==> config.mk <==
export PLATFORM = sky130hd
export DESIGN_NAME = intr_ctl
export DESIGN_NICKNAME = d
export VERILOG_FILES = /design/src/rtl/intr_pkg.sv /design/src/rtl/intr_ext_gate.sv /design/src/rtl/intr_tmr_latch.sv /design/src/rtl/intr_lock_fsm.sv /design/src/rtl/intr_ctl.sv
export SDC_FILE = /design/constraint.sdc
export NUM_CORES = 1
export LEC_CHECK = 0
export BUFFER_PORTS_ARGS = -buffer_cell sky130_fd_sc_hd__buf_2
export CAP_MARGIN = 30
export CORE_AREA = 2 2 39 41
export DETAILED_ROUTE_END_ITERATION = 10
export DIE_AREA = 0 0 41 43
export PLACE_DENSITY = 0.6
export SLEW_MARGIN = 10
export SYNTH_ARGS = -nofsm -noshare
export SYNTH_HDL_FRONTEND = slang
export SYNTH_SLANG_ARGS = --single-unit
export TNS_END_PERCENT = 50
==> constraint.sdc <==
create_clock -name clk -period 2.71 [get_ports clk]
set_input_delay 0.1355 -clock clk [delete_from_list [all_inputs] [get_ports clk]]
set_output_delay 0.1355 -clock clk [all_outputs]
set_load 0.02 [all_outputs]
==> src/rtl/intr_pkg.sv <==
package intr_pkg;

    typedef enum logic [1:0] {
        ST_IDLE = 2'd0,
        ST_REQ  = 2'd1,
        ST_SVC  = 2'd2
    } intr_state_e;

    typedef enum logic {
        SRC_EXT = 1'b0,
        SRC_TMR = 1'b1
    } intr_src_e;

endpackage

==> src/rtl/intr_ext_gate.sv <==
module intr_ext_gate (
    input  logic clk,
    input  logic rst_n,
    input  logic pin_n,
    input  logic en_set,
    input  logic en_clr,
    input  logic cyc_stb,
    input  logic last_cyc,
    input  logic two_cyc,
    output logic en_q,
    output logic hit
);
    logic sample_pt;

    // clear strobe wins over set strobe
    always_ff @(posedge clk) begin
        if (!rst_n)       en_q <= 1'b0;
        else if (en_clr)  en_q <= 1'b0;
        else if (en_set)  en_q <= 1'b1;
    end

    // two-cycle instructions sample only in their second cycle
    always_comb begin
        sample_pt = cyc_stb && (!two_cyc || last_cyc);
        hit       = sample_pt && !pin_n && en_q;
    end
endmodule

==> src/rtl/intr_tmr_latch.sv <==
module intr_tmr_latch (
    input  logic clk,
    input  logic rst_n,
    input  logic ovf,
    input  logic en_set,
    input  logic en_clr,
    input  logic take,
    output logic pend
);
    logic en_q;

    always_ff @(posedge clk) begin
        if (!rst_n)       en_q <= 1'b0;
        else if (en_clr)  en_q <= 1'b0;
        else if (en_set)  en_q <= 1'b1;
    end

    // disable clears; a fresh wrap outranks a vector take in the same cycle
    always_ff @(posedge clk) begin
        if (!rst_n)                 pend <= 1'b0;
        else if (en_clr)            pend <= 1'b0;
        else if (ovf && en_q)       pend <= 1'b1;
        else if (take)              pend <= 1'b0;
    end
endmodule

==> src/rtl/intr_lock_fsm.sv <==
module intr_lock_fsm
    import intr_pkg::*;
#(
    parameter int VEC_W   = 12,
    parameter int EXT_VEC = 3,
    parameter int TMR_VEC = 7
) (
    input  logic             clk,
    input  logic             rst_n,
    input  logic             boundary,
    input  logic             ext_hit,
    input  logic             tmr_pend,
    input  logic             rtr_cyc2,
    input  logic             call_ack,
    output logic             call_req,
    output logic [VEC_W-1:0] call_vec,
    output logic             tmr_take
);
    localparam logic [VEC_W-1:0] EXT_ADDR = VEC_W'(EXT_VEC);
    localparam logic [VEC_W-1:0] TMR_ADDR = VEC_W'(TMR_VEC);

    intr_state_e state_q, state_d;
    intr_src_e   src_q, src_d;
    logic        open_win;
    logic        any_src;

    // state register
    always_ff @(posedge clk) begin
        if (!rst_n) begin
            state_q <= ST_IDLE;
            src_q   <= SRC_EXT;
        end else begin
            state_q <= state_d;
            src_q   <= src_d;
        end
    end

    // transitions: take, accept, release, release-and-take
    always_comb begin
        state_d  = state_q;
        src_d    = src_q;
        any_src  = ext_hit || tmr_pend;
        open_win = (state_q == ST_IDLE) || (state_q == ST_SVC && rtr_cyc2);
        unique case (state_q)
            ST_IDLE, ST_SVC: begin
                if (open_win && boundary && any_src) begin
                    state_d = ST_REQ;
                    src_d   = ext_hit ? SRC_EXT : SRC_TMR;
                end else if (open_win) begin
                    state_d = ST_IDLE;
                end
            end
            ST_REQ: begin
                if (call_ack) state_d = ST_SVC;
            end
            default: state_d = ST_IDLE;
        endcase
    end

    // outputs
    always_comb begin
        call_req = (state_q == ST_REQ);
        call_vec = (src_q == SRC_TMR) ? TMR_ADDR : EXT_ADDR;
        tmr_take = call_req && call_ack && (src_q == SRC_TMR);
    end
endmodule

==> src/rtl/intr_ctl.sv <==
module intr_ctl #(
    parameter int VEC_W   = 12,
    parameter int EXT_VEC = 3,
    parameter int TMR_VEC = 7
) (
    input  logic             clk,
    input  logic             rst_n,
    input  logic             ext_pin_n,
    input  logic             tmr_ovf,
    input  logic             ext_en_set,
    input  logic             ext_en_clr,
    input  logic             tmr_en_set,
    input  logic             tmr_en_clr,
    input  logic             cyc_stb,
    input  logic             last_cyc,
    input  logic             two_cyc,
    input  logic             rtr_cyc2,
    input  logic             call_ack,
    output logic             call_req,
    output logic [VEC_W-1:0] call_vec,
    output logic             ext_test
);
    logic ext_en_q;
    logic ext_hit;
    logic tmr_pend;
    logic tmr_take;
    logic boundary;

    assign boundary = cyc_stb && last_cyc;
    assign ext_test = ~ext_pin_n;

    intr_ext_gate u_ext (
        .clk      (clk),
        .rst_n    (rst_n),
        .pin_n    (ext_pin_n),
        .en_set   (ext_en_set),
        .en_clr   (ext_en_clr),
        .cyc_stb  (cyc_stb),
        .last_cyc (last_cyc),
        .two_cyc  (two_cyc),
        .en_q     (ext_en_q),
        .hit      (ext_hit)
    );

    intr_tmr_latch u_tmr (
        .clk    (clk),
        .rst_n  (rst_n),
        .ovf    (tmr_ovf),
        .en_set (tmr_en_set),
        .en_clr (tmr_en_clr),
        .take   (tmr_take),
        .pend   (tmr_pend)
    );

    intr_lock_fsm #(
        .VEC_W   (VEC_W),
        .EXT_VEC (EXT_VEC),
        .TMR_VEC (TMR_VEC)
    ) u_fsm (
        .clk      (clk),
        .rst_n    (rst_n),
        .boundary (boundary),
        .ext_hit  (ext_hit),
        .tmr_pend (tmr_pend),
        .rtr_cyc2 (rtr_cyc2),
        .call_ack (call_ack),
        .call_req (call_req),
        .call_vec (call_vec),
        .tmr_take (tmr_take)
    );
endmodule

==> results.sh, run 1 <==
export IMPL_grt_pass1_vias=244
export IMPL_slowest_stage="dfxtp_1"
export IMPL_dp_cells=70
export IMPL_cts_hold_buffers=0
export IMPL_cts_root_buf="clkbuf_4"
export IMPL_die_h_um=43
export IMPL_met2_length_um=276
export IMPL_grt_pass1_wl_um=931
export IMPL_r2r_slack_ns=1.74
export IMPL_reg2reg_from="u_fsm.state_q[1]"
export IMPL_leakagePower_nw=0.2065
export IMPL_r2r_cells=3
export IMPL_final_cell_mix="buf_2 (14), conb_1 (11), nor2_1 (6), dfxtp_1 (6), clkbuf_4 (3)"
export IMPL_drc=0
export IMPL_clk_pin_slew_ns=0.04
export IMPL_layout_commonest_cell="buf_2"
export IMPL_grt_max_degree=6
export IMPL_topRoutingLayerUsed="met3"
export IMPL_dr_pass1_iters=4
export IMPL_cp_arrival_ns=0.98
export IMPL_cts_resized=0
export IMPL_hold_start="ext_en_clr"
export IMPL_synth_seq_cells=6
export IMPL_fin_crit_sh_pct=41.33
export IMPL_cts_made_buffers=3
export IMPL_met3WireLength_um=59
export IMPL_vdd_drop_max_mv=0.1749
export IMPL_synth_edff_count=0
export IMPL_die_area_mm2=0.001763
export IMPL_fin_worst_skew_ns=0.0004768
export IMPL_slowest_delay_ns=0.35
export IMPL_grt_remaining_overflow=0
export IMPL_clkLatencyLatePin_ns=0.24
export IMPL_fin_tns_setup_ns=0
export IMPL_routed_via_count=285
export IMPL_post_cts_buffers=0
export IMPL_diodes=0
export IMPL_synth_area_um2=357.8
export IMPL_min_path_cells=2
export IMPL_syn_to_final_growth_pct=15.73
export IMPL_syn_inst=43
export IMPL_r2r_end="u_fsm.src_q"
export IMPL_p_total_uw=202.7
export IMPL_place_congestion=0.7030
export IMPL_timing_final_hold_violations=0
export IMPL_cp_cell_sequence="and2b_2, buf_2"
export IMPL_ioPinCount=27
export IMPL_syn_avg_cell_area_um2=8.322
export IMPL_setup_slack_ns=1.590
export IMPL_crit_type="reg -> out"
export IMPL_synth_ff_type="dfxtp_1"
export IMPL_port_buffers=14
export IMPL_synth_warnings=0
export IMPL_hold_path_class="in -> reg"
export IMPL_cap_viol_max_count=0
export IMPL_async_flop_share_pct=0
export IMPL_endpoint_kind="primary output"
export IMPL_dp_hpwl_um=498.6
export IMPL_numClockSinks=6
export IMPL_die_w_um=41
export IMPL_wl_per_cell_um=7.808
export IMPL_core_mm2=0.001384
export IMPL_synth_distinct_cells=17
export IMPL_start_kind="flop"
export IMPL_grt_usage_pct=8.133
export IMPL_wirelength_um=570
export IMPL_holdPathEnd="u_ext.en_q"
export IMPL_status="completed"
export IMPL_cts_buffer_depth=2
export IMPL_cts_max_level=1
export IMPL_post_route_min_period_ns=1.120
export IMPL_maxClockFrequency_mhz=892.9
export IMPL_p_per_area_mw_per_mm2=489.4
export IMPL_nets=72
export IMPL_worstPathMaxFanout=4
export IMPL_antenna_found_initial=0
export IMPL_met1Wirelength_um=234
export IMPL_finalNonFillerCells=73
export IMPL_cts_tree="done"
export IMPL_avgViaCountPerCell=3.904
export IMPL_drive_above_1_share_pct=33.33
export IMPL_final_max_slew_viol_count=0
export IMPL_ys_seq_area_share_pct=33.57
export IMPL_rsz0062_at_grt="false"
export IMPL_drtIter0Drc=2
export IMPL_crit_required_ns=2.57
export IMPL_final_core_util_pct=29.93
export IMPL_start_util_pct=25.86
export IMPL_setup_viol=0
export IMPL_postRouteAntennaNets=0
export IMPL_dpl_worst_slack_ns=1.749
export IMPL_rows=14
cell type report:
class	instances	area (um2)
clock buffers	3	22.52
flip-flops and latches	6	120.1
multi-input cells	32	173.9
repair buffers	14	70.07
fillers	163	969.7
inverters	2	7.507
well taps	16	20.02
kinds of logic (layout without fill, tap and decap cells):
group,Yosys count,after routing,share of synthesized area [%]
AOI/OAI and AO/OA,6,6,12.24
buffers and inverters,14,19,27.27
DFF,6,6,33.57
other,2,11,2.099
and+or+nand+nor,15,15,24.83
synthesized netlist by cell type, types with 2 or more instances:
cell	count	share of area, %
and2b_2	2	4.9
dfxtp_1	6	34
inv_1	2	2.1
nand2b_1	2	3.5
nor2_1	6	6.3
a22oi_1	2	4.2
conb_1	2	2.1
buf_4	12	25
where the power goes:
group | internal (mW) | switching, mW
clock | 0.0499 | 0.0286
combinational | 0.0104 | 0.0220
sequential | 0.0907 | 0.00112
total | 0.151 | 0.0518
registers in the layout, summed over array words and instances (netlist names):
register	cells
u_fsm.state_q	2
u_tmr.pend	1
u_tmr.en_q	1
u_ext.en_q	1
u_fsm.src_q	1
metal layers:
layer  track usage (%)  vias up
li1                  -      148
met1             10.29      127
met2             9.688       10
met3             4.712        0
met4             6.000        0
met5                 0        -
worst max-delay path: cells and delay by family (launching register included):
kind	cells	cell delay, ns
flops	1	0.35
simple gates	1	0.24
buf+inv	1	0.16
through the flow:
| step | cell area [um2] | hold slack, ns |
|---|---|---|
| 3_5_place_dp | 391.6 | 0.3030 |
| 6_report | 414.1 | 0.05645 |
| 3_3_place_gp | 391.6 | 0.3011 |
| 4_1_cts | 414.1 | 0.04836 |
| 2_1_floorplan | 391.6 | 0.2148 |
| 5_1_grt | 414.1 | 0.05488 |
how the worst max path moves through the flow:
| stage | slack (ns) | start | cells past startpoint | to |
|---|---|---|---|---|
| after floorplan | 1.78 | u_fsm.state_q[1] | 3 | u_fsm.state_q[1] |
| after global placement | 1.77 | u_fsm.state_q[1] | 3 | u_fsm.src_q |
| after detailed placement | 1.75 | u_fsm.state_q[0] | 3 | u_fsm.src_q |
| after CTS | 1.59 | u_fsm.state_q[1] | 2 | call_req |
| after global routing | 1.54 | u_fsm.state_q[1] | 2 | call_req |
| final | 1.59 | u_fsm.state_q[1] | 2 | call_req |
Power figures use the tool's default switching activity.
==> run 2, diff against run 1 <==
--- a/config.mk
+++ b/config.mk
@@ -10,7 +10,7 @@
 export CORE_AREA = 2 2 39 41
 export DETAILED_ROUTE_END_ITERATION = 10
 export DIE_AREA = 0 0 41 43
-export PLACE_DENSITY = 0.6
+export PLACE_DENSITY = 0.62
 export SLEW_MARGIN = 10
 export SYNTH_ARGS = -nofsm -noshare
 export SYNTH_HDL_FRONTEND = slang
==> constraint.sdc (replaced) <==
create_clock -name clk -period 0.98 [get_ports clk]
set_input_delay 0.049 -clock clk [delete_from_list [all_inputs] [get_ports clk]]
set_output_delay 0.049 -clock clk [all_outputs]
set_load 0.02 [all_outputs]
==> results.sh, run 2 (same netlist as run 1, synthesis figures left out) <==
export IMPL_status="finished with violations"
export IMPL_violations="setup timing"
export IMPL_final_max_slew_viol_count=0
export IMPL_crit_type="reg -> out"
export IMPL_cp_startpoint="u_fsm.state_q[1]"
export IMPL_rsz0062_at_grt="true"
export IMPL_cts_root_buf="clkbuf_4"
export IMPL_wirelength_um=602
export IMPL_postRouteAntennaNets=0
export IMPL_numClockSinks=6
export IMPL_grt_max_degree=6
export IMPL_leakagePower_nw=0.2126
export IMPL_drive_above_1_share_pct=34.48
export IMPL_port_buffers=14
export IMPL_start_kind="flop"
export IMPL_endpoint_kind="primary output"
export IMPL_largest_register="u_fsm.state_q"
export IMPL_nets=73
export IMPL_cts_made_buffers=3
export IMPL_final_core_util_pct=31.19
export IMPL_grt_pass1_vias=266
export IMPL_ioPinCount=27
export IMPL_cts_buffer_depth=2
export IMPL_met1Wirelength_um=217
export IMPL_cts_tree="done"
export IMPL_cp_arrival_ns=0.95
export IMPL_fill_cells=164
export IMPL_critPathCapture="call_req"
export IMPL_r2r_slack_ns=0.05
export IMPL_met2_length_um=294
export IMPL_routed_via_count=297
export IMPL_core_mm2=0.001384
export IMPL_topRoutingLayerUsed="met4"
export IMPL_grt_pass1_wl_um=959
export IMPL_cap_viol_max_count=0
export IMPL_rows=14
export IMPL_antenna_found_initial=0
export IMPL_dpl_worst_slack_ns=0.02310
export IMPL_final_cell_mix="buf_2 (13), conb_1 (11), nor2_1 (6), dfxtp_1 (5), clkbuf_4 (3)"
export IMPL_layout_commonest_cell="buf_2"
export IMPL_worstPathMaxFanout=4
export IMPL_die_area_mm2=0.001763
export IMPL_hold_path_class="in -> reg"
export IMPL_met3WireLength_um=68
export IMPL_r2r_end="u_fsm.src_q"
export IMPL_maxClockFrequency_mhz=998.5
export IMPL_dr_pass1_iters=1
export IMPL_grt_remaining_overflow=0
export IMPL_fin_tns_setup_ns=-0.02154
export IMPL_start_util_pct=25.86
export IMPL_wl_per_cell_um=8.135
export IMPL_grt_usage_pct=8.534
export IMPL_vdd_drop_max_mv=0.4225
export IMPL_p_total_uw=582.1
export IMPL_diodes=0
export IMPL_post_route_min_period_ns=1.002
export IMPL_clk_pin_slew_ns=0.04
export IMPL_die_h_um=43
export IMPL_largest_reg_flops=2
export IMPL_clkLatencyLatePin_ns=0.25
export IMPL_r2r_cells=3
export IMPL_p_per_area_mw_per_mm2=1348
export IMPL_setup_slack_ns=-0.02154
export IMPL_dp_hpwl_um=505.9
export IMPL_syn_to_final_growth_pct=20.63
export IMPL_crit_required_ns=0.93
export IMPL_holdWs_ns=0.009745
export IMPL_fin_worst_skew_ns=0.003590
export IMPL_drtIter0Drc=0
export IMPL_setup_viol=1
export IMPL_place_congestion=0.7627
export IMPL_die_w_um=41
export IMPL_fin_crit_sh_pct=102.2
export IMPL_avgViaCountPerCell=4.014
export IMPL_cts_max_level=1
export IMPL_timing_final_hold_violations=0
export IMPL_drc=0
export IMPL_reg2reg_from="u_fsm.state_q[1]"
==> run 2: cell count changes in the layout (fill, tap and decap cells not counted) <==
cell,before,now
buf_6,0,1
dfxtp_1,6,5
buf_2,14,13
dlygate4sd3_1,0,1
dfxtp_2,0,1
==> run 2: through the flow <==
| step | cell area (um2) | cells |
|---|---|---|
| 3_5_place_dp | 391.6 | 70 |
| 3_3_place_gp | 391.6 | 70 |
| 5_1_grt | 431.7 | 74 |
| 2_1_floorplan | 391.6 | 52 |
| 4_1_cts | 431.7 | 74 |
| 6_report | 431.7 | 74 |
==> run 2: power breakdown <==
part           total, mW  switching (mW)  leakage (nW)  internal (mW)
registers          0.254         0.00304        0.0493          0.251
logic             0.0933          0.0614         0.150         0.0318
clock network      0.235          0.0962        0.0138          0.139
total              0.582           0.161         0.213          0.421
==> run 2: critical path, stage by stage, from the launching register on <==
cell     delay [ns]
dfxtp_2        0.33
and2b_2        0.24
buf_6          0.13
==> run 2: metal layers <==
| metal | vias to the layer above | track usage, % |
|---|---|---|
| li1 | 149 | - |
| met1 | 134 | 8.682 |
| met2 | 11 | 11.56 |
| met3 | 3 | 6.283 |
| met4 | 0 | 6.000 |
| met5 | - | 0 |
==> run 2: area by class of cell <==
| cell class | instances | area [um2] | area share, % |
|---|---|---|---|
| Clock buffer | 3 | 22.52 | 5.217 |
| Sequential cell | 6 | 121.4 | 28.12 |
| Tap cell | 16 | 20.02 | 4.638 |
| Multi-Input combinational cell | 32 | 173.9 | 40.29 |
| Inverter | 2 | 7.507 | 1.739 |
| Timing Repair Buffer | 15 | 86.33 | 20.00 |
==> run 2: repair_timing <==
| item | 4_1_cts | 5_1_grt |
|---|---|---|
| hold buffers | 1 | 0 |
| gates cloned | 0 | 0 |
| endpoints found under the setup margin | 1 | 3 |
| buffers inserted | 0 | 0 |
| resized for setup | 3 | 0 |
| endpoints found under the hold margin | 1 | 0 |
| pin swaps | 0 | 2 |
==> run 2: worst min path at each step <==
stage,from,to,slack (ns),cells after the start
2_1_floorplan,ext_en_clr,u_ext.en_q,0.13,1
3_3_place_gp,ext_en_clr,u_ext.en_q,0.22,2
3_5_place_dp,ext_en_clr,u_ext.en_q,0.22,2
4_1_cts,tmr_en_set,u_tmr.en_q,0.007,3
5_1_grt,tmr_en_set,u_tmr.en_q,0.003,3
6_report,tmr_en_set,u_tmr.en_q,0.01,3
==> run 3, diff against run 2 <==
--- a/config.mk
+++ b/config.mk
@@ -10,9 +10,10 @@
 export CORE_AREA = 2 2 39 41
 export DETAILED_ROUTE_END_ITERATION = 10
 export DIE_AREA = 0 0 41 43
-export PLACE_DENSITY = 0.62
+export PLACE_DENSITY = 0.65
 export SLEW_MARGIN = 10
 export SYNTH_ARGS = -nofsm -noshare
 export SYNTH_HDL_FRONTEND = slang
+export SYNTH_HIERARCHICAL = 1
 export SYNTH_SLANG_ARGS = --single-unit
 export TNS_END_PERCENT = 50
==> constraint.sdc (replaced) <==
create_clock -name clk -period 1 [get_ports clk]
set_input_delay 0.05 -clock clk [delete_from_list [all_inputs] [get_ports clk]]
set_output_delay 0.05 -clock clk [all_outputs]
set_load 0.02 [all_outputs]
==> results.sh, run 3 <==
export IMPL_cp_arrival_ns=1.16
export IMPL_setup_viol=0
export IMPL_cap_viol_max_count=0
export IMPL_synth_area_um2=425.4
export IMPL_leakagePower_nw=0.2638
export IMPL_dp_cells=76
export IMPL_synthMuxAreaShare_pct=0
export IMPL_diodes=0
export IMPL_start_kind="flop"
export IMPL_finalNonFillerCells=81
export IMPL_min_path_cells=3
export IMPL_grt_pass1_vias=275
export IMPL_p_per_area_mw_per_mm2=1066
export IMPL_port_buffers=15
export IMPL_start_util_pct=30.74
export IMPL_dr_pass1_iters=1
export IMPL_fin_crit_sh_pct=97.80
export IMPL_rsz0062_at_grt="true"
export IMPL_r2r_slack_ns=0.02
export IMPL_synth_edff_count=0
export IMPL_synthTopCellsByCount="buf_4 (12), dfxtp_1 (6), nor2_1 (4)"
export IMPL_grt_remaining_overflow=0
export IMPL_synthAdderAreaFrac_pct=0
export IMPL_grt_usage_pct=10.14
export IMPL_fin_worst_skew_ns=0.001593
export IMPL_final_max_slew_viol_count=0
export IMPL_largest_reg_flops=2
export IMPL_syn_avg_cell_area_um2=9.248
export IMPL_fill_cells=150
export IMPL_die_h_um=43
export IMPL_wirelength_um=711
export IMPL_cp_startpoint="u_ext/en_q"
export IMPL_maxClockFrequency_mhz=1022
export IMPL_rows=14
export IMPL_synthXorXnorAreaFrac_pct=0
export IMPL_ys_seq_area_share_pct=28.24
export IMPL_worstPathMaxFanout=2
export IMPL_postRouteAntennaNets=0
export IMPL_antenna_found_initial=0
export IMPL_reg2reg_from="u_ext/en_q"
export IMPL_crit_required_ns=1.18
export IMPL_synth_ff_type="dfxtp_1"
export IMPL_vdd_drop_max_mv=0.5197
export IMPL_drive_above_1_share_pct=52.31
export IMPL_wl_per_cell_um=8.778
export IMPL_synth_warnings=6
export IMPL_synth_seq_cells=6
export IMPL_final_cell_mix="buf_2 (14), conb_1 (11), nor2_1 (4), dfxtp_1 (4)"
export IMPL_numClockSinks=6
export IMPL_synth_distinct_cells=22
export IMPL_cts_root_buf="clkbuf_4"
export IMPL_synth_largest_area_cell="dfxtp_1"
export IMPL_status="completed"
export IMPL_cts_max_level=1
export IMPL_ioPinCount=27
export IMPL_final_core_util_pct=39.69
export IMPL_post_route_min_period_ns=0.9780
export IMPL_post_cts_buffers=0
export IMPL_place_congestion=0.6345
export IMPL_core_mm2=0.001384
export IMPL_die_area_mm2=0.001763
export IMPL_holdWs_ns=0.06814
export IMPL_syn_inst=46
export IMPL_r2r_end="u_fsm/state_q[0]"
export IMPL_drc=0
export IMPL_cts_buffer_depth=2
export IMPL_clk_pin_slew_ns=0.05
export IMPL_r2r_cells=5
export IMPL_dp_hpwl_um=564.3
export IMPL_timing_final_hold_violations=0
export IMPL_hold_path_class="in -> reg"
export IMPL_fin_tns_setup_ns=0
export IMPL_yosys_top_cells_area="dfxtp_1 (28%), buf_4 (21%), nand2b_4 (6.5%)"
export IMPL_grt_pass1_wl_um=1117
export IMPL_endpoint_kind="flop"
export IMPL_grt_max_degree=6
export IMPL_synthSimpleGateAreaFrac_pct=40.00
export IMPL_layout_commonest_cell="buf_2"
export IMPL_largest_register="u_fsm/state_q"
export IMPL_cts_tree="done"
export IMPL_synth_top_family_by_area="simple AND/OR/NAND/NOR gates"
export IMPL_avgViaCountPerCell=4.074
export IMPL_crit_type="reg -> reg"
export IMPL_synth_top_area_share_pct=28.24
export IMPL_die_w_um=41
export IMPL_clkLatencyLatePin_ns=0.24
export IMPL_nets=80
export IMPL_synth_compound_area_share_pct=7.941
export IMPL_drtIter0Drc=0
export IMPL_synth_most_common_cell="buf_4"
export IMPL_syn_to_final_growth_pct=29.12
export IMPL_cts_made_buffers=3
export IMPL_async_flop_share_pct=0
export IMPL_routed_via_count=330
export IMPL_critPathCapture="u_fsm/state_q[0]"
run 3: through the flow:
stage | power [mW] | setup slack [ns] | cell area, um2
2_1_floorplan | 0.3522 | 0.01904 | 465.4
3_3_place_gp | 0.3562 | 0.02706 | 485.5
3_5_place_dp | 0.3568 | -0.05786 | 485.5
4_1_cts | 0.5965 | -0.007156 | 536.8
5_1_grt | 0.6334 | -0.05115 | 549.3
6_report | 0.5853 | 0.02198 | 549.3
run 3: final cells by class:
| cell class | instances | area [um2] | share of cell area (%) |
|---|---|---|---|
| clock buffer | 3 | 22.52 | 4.100 |
| inverter | 1 | 3.754 | 0.6834 |
| multi-input combinational | 36 | 265.3 | 48.29 |
| sequential | 6 | 125.1 | 22.78 |
| tap | 16 | 20.02 | 3.645 |
| timing repair buffer | 19 | 112.6 | 20.50 |
run 3: repair_timing:
action,4_1_cts,5_1_grt
hold buffers,2,0
gates resized for setup,2,4
hold endpoints to repair,2,0
setup endpoints to repair,2,4
run 3: kinds of logic after synthesis:
kind of cell / after synthesis
AO/OA/AOI/OAI: 4
other: 2
AND/OR/NAND/NOR: 21
buffers and inverters: 13
flip-flops: 6
run 3: where the power goes:
group,internal [mW],leakage [nW],switching (mW)
registers,0.243,0.0499,0.00362
logic,0.0439,0.200,0.0685
clock network,0.136,0.0138,0.0902
total,0.423,0.264,0.162
run 3: worst min path at each step:
stage | from | to | slack (ns)
2_1_floorplan | ext_en_clr | u_ext/en_q | 0.12
3_3_place_gp | ext_en_clr | u_ext/en_q | 0.22
6_report | tmr_ovf | u_tmr/pend | 0.07
4_1_cts | tmr_ovf | u_tmr/pend | 0.06
5_1_grt | tmr_ovf | u_tmr/pend | 0.06
3_5_place_dp | ext_en_clr | u_ext/en_q | 0.22
run 3: routing by layer:
| layer | up-vias | wire (um) | GRT usage [%] |
|---|---|---|---|
| met5 | - | 0 | 0 |
| li1 | 169 | - | - |
| met2 | 22 | 315 | 11.56 |
| met1 | 139 | 308 | 12.86 |
| met4 | 0 | 0 | 10.00 |
| met3 | 0 | 88 | 4.712 |
run 3: critical path, cell delays in order (launching register included):
cell     delay (ns)
dfxtp_2        0.33
nand2_2        0.05
nor3_2         0.13
nor2_1         0.07
nor4b_2        0.22
o21a_1         0.13
